$ cat src/rtl/slp_pkg.sv
package slp_pkg;
  typedef enum logic [1:0] {
    ST_AWAKE   = 2'd0,
    ST_ENTER   = 2'd1,
    ST_ASLEEP  = 2'd2,
    ST_RECOVER = 2'd3
  } slp_state_e;
endpackage

$ cat src/rtl/slp_sync.sv
module slp_sync #(
  parameter int STAGES = 2
) (
  input  logic clk,
  input  logic rst_n,
  input  logic d_async,
  output logic q_sync
);
  logic [STAGES-1:0] chain_q;

  generate
    if (STAGES == 1) begin : g_one
      always_ff @(posedge clk or negedge rst_n)
        if (!rst_n) chain_q <= '0;
        else        chain_q <= d_async;
    end else begin : g_many
      always_ff @(posedge clk or negedge rst_n)
        if (!rst_n) chain_q <= '0;
        else        chain_q <= {chain_q[STAGES-2:0], d_async};
    end
  endgenerate

  assign q_sync = chain_q[STAGES-1];
endmodule

$ cat src/rtl/slp_seq.sv
module slp_seq
  import slp_pkg::*;
#(
  parameter int ENTRY_CYC = 2,
  parameter int EXIT_CYC  = 2
) (
  input  logic       clk,
  input  logic       rst_n,
  input  logic       req_s,
  output slp_state_e state,
  output logic       enter_now
);
  localparam int MAXC  = (ENTRY_CYC > EXIT_CYC) ? ENTRY_CYC : EXIT_CYC;
  localparam int CNT_W = (MAXC > 1) ? $clog2(MAXC) : 1;
  localparam logic [CNT_W-1:0] ENTRY_LD = CNT_W'(ENTRY_CYC - 1);
  localparam logic [CNT_W-1:0] EXIT_LD  = CNT_W'(EXIT_CYC - 1);

  slp_state_e       st_q;
  logic [CNT_W-1:0] cnt_q;

  always_ff @(posedge clk or negedge rst_n) begin
    if (!rst_n) begin
      st_q  <= ST_AWAKE;
      cnt_q <= '0;
    end else begin
      case (st_q)
        ST_AWAKE:
          if (req_s) begin
            st_q  <= ST_ENTER;
            cnt_q <= ENTRY_LD;
          end
        ST_ENTER:
          if (!req_s)           st_q  <= ST_AWAKE;
          else if (cnt_q == '0) st_q  <= ST_ASLEEP;
          else                  cnt_q <= cnt_q - 1'b1;
        ST_ASLEEP:
          if (!req_s) begin
            st_q  <= ST_RECOVER;
            cnt_q <= EXIT_LD;
          end
        default:
          if (req_s)            st_q  <= ST_ASLEEP;
          else if (cnt_q == '0) st_q  <= ST_AWAKE;
          else                  cnt_q <= cnt_q - 1'b1;
      endcase
    end
  end

  assign state     = st_q;
  assign enter_now = (st_q == ST_ENTER) && req_s && (cnt_q == '0);
endmodule

$ cat src/rtl/slp_guard.sv
module slp_guard
  import slp_pkg::*;
(
  input  logic       clk,
  input  logic       rst_n,
  input  slp_state_e state,
  input  logic       enter_now,
  input  logic       cs_a,
  input  logic       cs_b,
  input  logic       cs_c,
  input  logic       strb_cpu,
  input  logic       strb_ctl,
  input  logic       acc_pending,
  output logic       hold,
  output logic       asleep,
  output logic       grant,
  output logic       pend,
  output logic       viol
);
  logic sel_all, strobe_ok, take;
  logic pend_q, viol_q;

  assign sel_all   = cs_a & cs_b & cs_c;
  assign strobe_ok = (strb_cpu & cs_a) | strb_ctl;
  assign take      = sel_all & strobe_ok;
  assign hold      = (state != ST_AWAKE);
  assign asleep    = (state == ST_ASLEEP) || (state == ST_RECOVER);
  assign grant     = take & ~hold;

  always_ff @(posedge clk or negedge rst_n) begin
    if (!rst_n) begin
      pend_q <= 1'b0;
      viol_q <= 1'b0;
    end else begin
      pend_q <= enter_now & acc_pending;
      viol_q <= viol_q | (take & asleep);
    end
  end

  assign pend = pend_q;
  assign viol = viol_q;
endmodule

$ cat src/rtl/slp_ctrl.sv
module slp_ctrl
  import slp_pkg::*;
#(
  parameter int SYNC_STAGES = 2,
  parameter int ENTRY_CYC   = 2,
  parameter int EXIT_CYC    = 2
) (
  input  logic clk,
  input  logic rst_n,
  input  logic sleep_req,
  input  logic cs_a,
  input  logic cs_b,
  input  logic cs_c,
  input  logic strb_cpu,
  input  logic strb_ctl,
  input  logic acc_pending,
  output logic sleep_active,
  output logic core_hold,
  output logic access_grant,
  output logic pend_drop,
  output logic viol_flag
);
  logic       req_s;
  logic       enter_now;
  slp_state_e state;

  slp_sync #(.STAGES(SYNC_STAGES)) u_sync (
    .clk(clk), .rst_n(rst_n), .d_async(sleep_req), .q_sync(req_s)
  );

  slp_seq #(.ENTRY_CYC(ENTRY_CYC), .EXIT_CYC(EXIT_CYC)) u_seq (
    .clk(clk), .rst_n(rst_n), .req_s(req_s), .state(state), .enter_now(enter_now)
  );

  slp_guard u_guard (
    .clk(clk), .rst_n(rst_n), .state(state), .enter_now(enter_now),
    .cs_a(cs_a), .cs_b(cs_b), .cs_c(cs_c),
    .strb_cpu(strb_cpu), .strb_ctl(strb_ctl), .acc_pending(acc_pending),
    .hold(core_hold), .asleep(sleep_active), .grant(access_grant),
    .pend(pend_drop), .viol(viol_flag)
  );
endmodule

$ cat config.mk
export PLATFORM = sky130hd
export DESIGN_NAME = slp_ctrl
export DESIGN_NICKNAME = d
export VERILOG_FILES = /design/src/rtl/slp_pkg.sv /design/src/rtl/slp_sync.sv /design/src/rtl/slp_seq.sv /design/src/rtl/slp_guard.sv /design/src/rtl/slp_ctrl.sv
export SDC_FILE = /design/constraint.sdc
export NUM_CORES = 1
export LEC_CHECK = 0
export ABC_AREA = 0
export BUFFER_PORTS_ARGS = -buffer_cell sky130_fd_sc_hd__buf_2
export CAP_MARGIN = 20
export CORE_AREA = 2 2 39 41
export CTS_CLUSTER_SIZE = 28
export DETAILED_ROUTE_END_ITERATION = 10
export DIE_AREA = 0 0 41 43
export GPL_ROUTABILITY_DRIVEN = 0
export PLACE_DENSITY = 0.59
export RECOVER_POWER = 100
export SLEW_MARGIN = 10
export SYNTH_ARGS = -nofsm -noshare
export SYNTH_HDL_FRONTEND = slang
export SYNTH_HIERARCHICAL = 1
export SYNTH_SLANG_ARGS = --single-unit
$ cat constraint.sdc
create_clock -name clk -period 2 [get_ports clk]
set_input_delay 0.2 -clock clk [delete_from_list [all_inputs] [get_ports clk]]
set_output_delay 0.2 -clock clk [all_outputs]
set_load 0.02 [all_outputs]
After elaboration in Yosys (flattened, before gate mapping)
Index checks and enable logic that the tools add are counted.
- word-level logic and storage cells: 46
- output and inout port bits: 5
- register bits: 7
- bitwise logic cells: 11
- add/subtract/negate cells: 1
- reduce and logical (&&, ||, !) cells: 7
- multiplexer cells: 13
- equal/unequal tests: 9
- operator list (operator ; count):
    2-bit 2-to-1 mux ; 6
    4-bit AND reduction ; 2
    1-bit bitwise AND ; 7
    2-bit != test, second input constant ; 3
    2-bit one-hot mux with 3 select lines ; 1
    1-bit 2-to-1 mux ; 5
    2-bit equality test, second input constant ; 2
    4-bit by 3-bit != test with 1-bit output, second input constant ; 1
    3-bit by 1-bit != test with 1-bit output, second input constant ; 1
    3-bit != test, second input constant ; 1
    1-bit one-hot mux with 3 select lines ; 1
    2-bit by 1-bit equality test with 1-bit output, second input constant ; 1
    1-bit logical AND ; 2
    2-bit logical NOT ; 1
    1-bit inverter ; 2
    1-bit bitwise OR ; 2
    2-bit nonzero test ; 1
    1-bit logical OR ; 1
    1-bit subtractor, second input constant ; 1

Logic depth before layout (Yosys ltp)
- word-level depth: 5
- depth in mapped cells: 5
- depth with buffers taken out: 5

Modules after synthesis
Netlist, hierarchy kept.
- modules (own cells, without submodules) (module ; area an instance (µm²) ; seq. area each (µm²) ; cells an instance ; instances):
    slp_seq ; 212.7 ; 75.1 ; 21 ; 1
    slp_guard ; 101.3 ; 50.0 ; 9 ; 1
    slp_sync ; 50.0 ; 50.0 ; 2 ; 1

Worst setup path before layout
Ideal clock, no wire load.
- path type: reg2reg
- start point: register (tool-made name)
- end point: register u_seq.st_q[0] (netlist: u_seq/state[0])
- stages on the path, launching flop included: 6
- path slack: 496 ps
- arrival: 1379 ps
- clock period less this slack: 1504 ps
- path buffers: 0
- cells stage by stage: dfrtp_1 > inv_1 > ha_1 > nand2b_1 > a32o_1 > mux2_4
- RTL lines (element ; RTL line ; RTL):
    end signal: assignment ; slp_seq.sv:23 ; st_q <= ST_AWAKE;
    end signal: assignment ; slp_seq.sv:29 ; st_q <= ST_ENTER;
    end signal: assignment ; slp_seq.sv:33 ; if (!req_s) st_q <= ST_AWAKE;
    end: declaration ; slp_seq.sv:18 ; slp_state_e st_q;

==> metrics.txt <==
# TYPE chip_impl_metric gauge
chip_impl_info{name="result_of_the_run",value="completed"} 1
chip_impl_info{name="clock-root-buffer",value="clkbuf_4"} 1
chip_impl_metric{name="area_growth_synth_to_finish",unit="%"} 29.6
chip_impl_info{name="worst_r2r_endpoint",value="u_seq/state[0]$_DFFE_PN0P_"} 1
chip_impl_metric{name="fp.dieH",unit="um"} 43
chip_impl_metric{name="post_synth_inst_count",unit=""} 32
chip_impl_metric{name="clock_path_buffers",unit=""} 2
chip_impl_info{name="tritoncts",value="yes"} 1
chip_impl_metric{name="swShare",unit=""} 0.384
chip_impl_metric{name="max_freq",unit="GHz"} 0.632
chip_impl_metric{name="die_x",unit="um"} 41
chip_impl_metric{name="hold-path-cell-count",unit=""} 1
chip_impl_metric{name="antenna_cells_inserted",unit=""} 0
chip_impl_metric{name="cp.required",unit="ps"} 2120
chip_impl_metric{name="post-cts-setup-buffers",unit=""} 0
chip_impl_metric{name="number_of_enable_type_register_cells_in_the_synthesized_netlist",unit=""} 0
chip_impl_metric{name="detailedRoute.firstPassIterationCount",unit=""} 4
chip_impl_info{name="min_from",value="sleep_req"} 1
chip_impl_metric{name="cts_num_sinks",unit=""} 7
chip_impl_metric{name="ctsResizeCount",unit=""} 0
chip_impl_info{name="start_kind",value="register"} 1
chip_impl_info{name="yosys.cell_count.top_type",value="dfrtp_1"} 1
chip_impl_metric{name="min_tclk_post_route",unit="ps"} 1580
chip_impl_info{name="worst_setup_path_category",value="reg -> reg"} 1
chip_impl_metric{name="ys_async_sr_fraction",unit=""} 1.00
chip_impl_metric{name="ff2ff_setup_slack",unit="ps"} 420
chip_impl_metric{name="critical_path_peak_fanout",unit=""} 6
chip_impl_metric{name="ys_ff_latch",unit=""} 7
chip_impl_metric{name="syn-mean-instance-area",unit="um2"} 11.4
chip_impl_info{name="synth.cells.most_frequent",value="7 x dfrtp_1, 4 x inv_1, 3 x ha_1, 2 x nand2_1, 2 x nor2_1"} 1
chip_impl_metric{name="syn-cell-area",unit="um2"} 364
chip_impl_metric{name="worst_slew_margin_rel",unit=""} 0.767
chip_impl_metric{name="row_count",unit=""} 14
chip_impl_metric{name="clock_network_fraction_of_design_power",unit=""} 0.192
chip_impl_metric{name="hold_viol",unit=""} 0
chip_impl_metric{name="area_share_of_the_leading_cell_type_in_the_synthesized_netlist",unit=""} 0.481
chip_impl_metric{name="cts_htree_levels",unit=""} 1
chip_impl_metric{name="holdBufCountCts",unit=""} 1
chip_impl_metric{name="place_hpwl",unit="um"} 479
chip_impl_metric{name="synth.yosys.seq_area_share",unit=""} 0.481
chip_impl_metric{name="p_seq_frac",unit=""} 0.360
chip_impl_info{name="rsz_0062_raised_after_global_routing",value="no"} 1
chip_impl_metric{name="globalRoute.totalOverflow",unit=""} 0
chip_impl_metric{name="synth.distinct_cells",unit=""} 19
chip_impl_metric{name="p_sw",unit="mW"} 0.246
chip_impl_metric{name="grt_start_max_net_pins",unit=""} 8
chip_impl_metric{name="dr_total_vias",unit=""} 271
chip_impl_info{name="cp-end-kind",value="register"} 1
chip_impl_metric{name="timing.final.ws_setup",unit="ps"} 417
chip_impl_metric{name="combinationalPowerShare",unit=""} 0.448
chip_impl_info{name="leading_post_synthesis_cells_by_cell_area",value="dfrtp_1 48%, ha_1 10%, inv_1 4.1%, mux2_4 4.1%, o2111ai_2 4.1%"} 1
chip_impl_metric{name="first_global_vias",unit=""} 246
chip_impl_metric{name="initial_core_util",unit=""} 0.263
chip_impl_metric{name="globalRouteTotalUtil",unit=""} 0.0825
chip_impl_metric{name="drive_gt1_frac",unit=""} 0.327
chip_impl_metric{name="pre_cts_slack",unit="ps"} 426
chip_impl_metric{name="instances_no_fill",unit=""} 65
chip_impl_metric{name="design.die.area",unit="mm2"} 0.00176
chip_impl_metric{name="finalSetupViolations",unit=""} 0
chip_impl_metric{name="internal_portion_of_total_power",unit="mW"} 0.394
chip_impl_metric{name="final-max-slew-violation-count",unit=""} 0
chip_impl_metric{name="final.period_utilization",unit=""} 0.792
chip_impl_metric{name="io_pins",unit=""} 14
chip_impl_metric{name="fin_tns_setup",unit="ps"} 0
chip_impl_info{name="postSynth.topFlopCell",value="dfrtp_1"} 1
chip_impl_metric{name="synth_nets",unit=""} 44
chip_impl_info{name="hold_path.class",value="in -> reg"} 1
chip_impl_metric{name="maximum_clock_skew_at_final_layout",unit="ps"} 6.39
chip_impl_info{name="cp_cell_sequence",value="inv_1 > ha_1 > nand2b_1 > a32o_1 > mux2_1"} 1
chip_impl_metric{name="clkTransAtPathRegs",unit="ps"} 50
chip_impl_metric{name="critPathMaxStageDelay",unit="ps"} 420
chip_impl_metric{name="total_leakage_power",unit="nW"} 0.226
chip_impl_metric{name="detailed_route_wire_length_per_cell",unit="um"} 8.83
chip_impl_metric{name="post_drt_antenna_nets",unit=""} 0
chip_impl_metric{name="post-layout-total-power",unit="mW"} 0.640
chip_impl_metric{name="max_slew.worst_pin.slew",unit="ps"} 350
chip_impl_metric{name="detailedRoute.firstIterationViolations",unit=""} 6
chip_impl_metric{name="placement.io_buffers",unit=""} 13
chip_impl_info{name="terminating_pin_of_the_worst_hold_path",value="u_sync/chain_q[0]$_DFF_PN0_"} 1
chip_impl_metric{name="post-route-drc-count",unit=""} 0
chip_impl_metric{name="routed_via_density",unit=""} 4.17
chip_impl_metric{name="ir_drop",unit="V"} 0.000529
chip_impl_metric{name="routed_wirelength",unit="um"} 574
chip_impl_info{name="post-synth-top-area-cell",value="dfrtp_1"} 1
chip_impl_info{name="cpMaxStageDelayCell",value="dfrtp_1"} 1
chip_impl_metric{name="filler_cell_count",unit=""} 152
chip_impl_metric{name="worst_hold_slack",unit="ps"} 56.4
chip_impl_metric{name="worstRegToRegCells",unit=""} 5
chip_impl_metric{name="clock_insertion_delay_worst_skew",unit="ps"} 250
chip_impl_metric{name="core_area",unit="mm2"} 0.00138
chip_impl_metric{name="synth_warnings",unit=""} 6
chip_impl_metric{name="cts-buffers-inserted",unit=""} 3
chip_impl_metric{name="max_cap_violations",unit=""} 0
chip_impl_metric{name="grt_first_pass_wirelength",unit="um"} 945
chip_impl_metric{name="dp_cells",unit=""} 60
chip_impl_metric{name="cp_data_arrival_time",unit="ps"} 1710
chip_impl_metric{name="powerDensity",unit="mW/mm2"} 1360
chip_impl_metric{name="final_layout_net_count",unit=""} 62
chip_impl_metric{name="grt_antenna_before_repair",unit=""} 0
layer usage:
| layer | GRT usage | wire length, um | vias up |
|---|---|---|---|
| li1 | - | - | 142 |
| met4 | 0.0400 | 0 | 0 |
| met5 | 0 | 0 | - |
| met1 | 0.104 | 263 | 119 |
| met2 | 0.109 | 262 | 10 |
| met3 | 0.0471 | 48 | 0 |
final cells by class:
type,count,area (um2),area share
flip-flops and latches,7,175,0.371
multi-input cells,20,166,0.353
repair buffers,14,67.6,0.143
clock buffers,3,22.5,0.0477
well taps,16,20.0,0.0424
inverters,4,15.0,0.0318
clock inverters,1,5.00,0.0106
layout by cell type (no fill, tap or decap):
cell           instances
clkbuf_1               6
dlygate4sd3_1          1
dfrtp_1                7
mux2_2                 1
ha_1                   3
and2_0                 1
o2111ai_2              1
mux2_1                 1
buf_2                  7
a32o_1                 1
clkbuf_4               3
a31oi_1                1
xor2_1                 1
nand2_1                2
nor2_1                 2
o21bai_1               1
or2_4                  1
nand2b_1               1
inv_1                  4
clkinv_2               1
or2_2                  1
nor2_2                 1
a41o_1                 1
power by group through the flow:
stage          logic (mW)  clock network, mW  registers (mW)
2_1_floorplan       0.242                  0           0.234
3_3_place_gp        0.315                  0           0.232
3_5_place_dp        0.314                  0           0.234
4_1_cts             0.318              0.131           0.232
5_1_grt             0.328              0.137           0.242
6_report            0.287              0.123           0.230
worst max path at each step:
stage                                           from                          to  cells past startpoint
final                                       register  u_seq/state[0]$_DFFE_PN0P_                      5
after global routing                        register  u_seq/state[0]$_DFFE_PN0P_                      5
after CTS                                   register  u_seq/state[0]$_DFFE_PN0P_                      5
after detailed placement  u_seq/state[0]$_DFFE_PN0P_  u_seq/state[0]$_DFFE_PN0P_                      5
after global placement    u_seq/state[0]$_DFFE_PN0P_  u_seq/state[0]$_DFFE_PN0P_                      5
after floorplan                             register  u_seq/state[0]$_DFFE_PN0P_                      5
kinds of logic after synthesis:
family | Yosys count | share of synthesized area
multiplexers | 2 | 0.0722
buffers and inverters | 5 | 0.0515
AO/OA/AOI/OAI | 5 | 0.134
flip-flops | 7 | 0.481
XOR/XNOR | 1 | 0.0241
adder cells (fa/ha/maj) | 3 | 0.103
AND/OR/NAND/NOR | 9 | 0.134
critical path: cells and delay by family (launching register included):
| family | cells | cell delay (ps) |
|---|---|---|
| AOI/OAI and AO/OA | 1 | 210 |
| adders and majority gates | 1 | 270 |
| muxes | 1 | 300 |
| and+or+nand+nor | 1 | 150 |
| DFF | 1 | 420 |
| buffers and inverters | 1 | 100 |
per-stage QoR:
step	instance area (um2)	util
2_1_floorplan	364	-
3_3_place_gp	445	0.322
3_5_place_dp	445	0.322
4_1_cts	483	0.349
5_1_grt	472	0.341
6_report	472	0.341
Note: power is estimated with default switching activity, not from simulation.
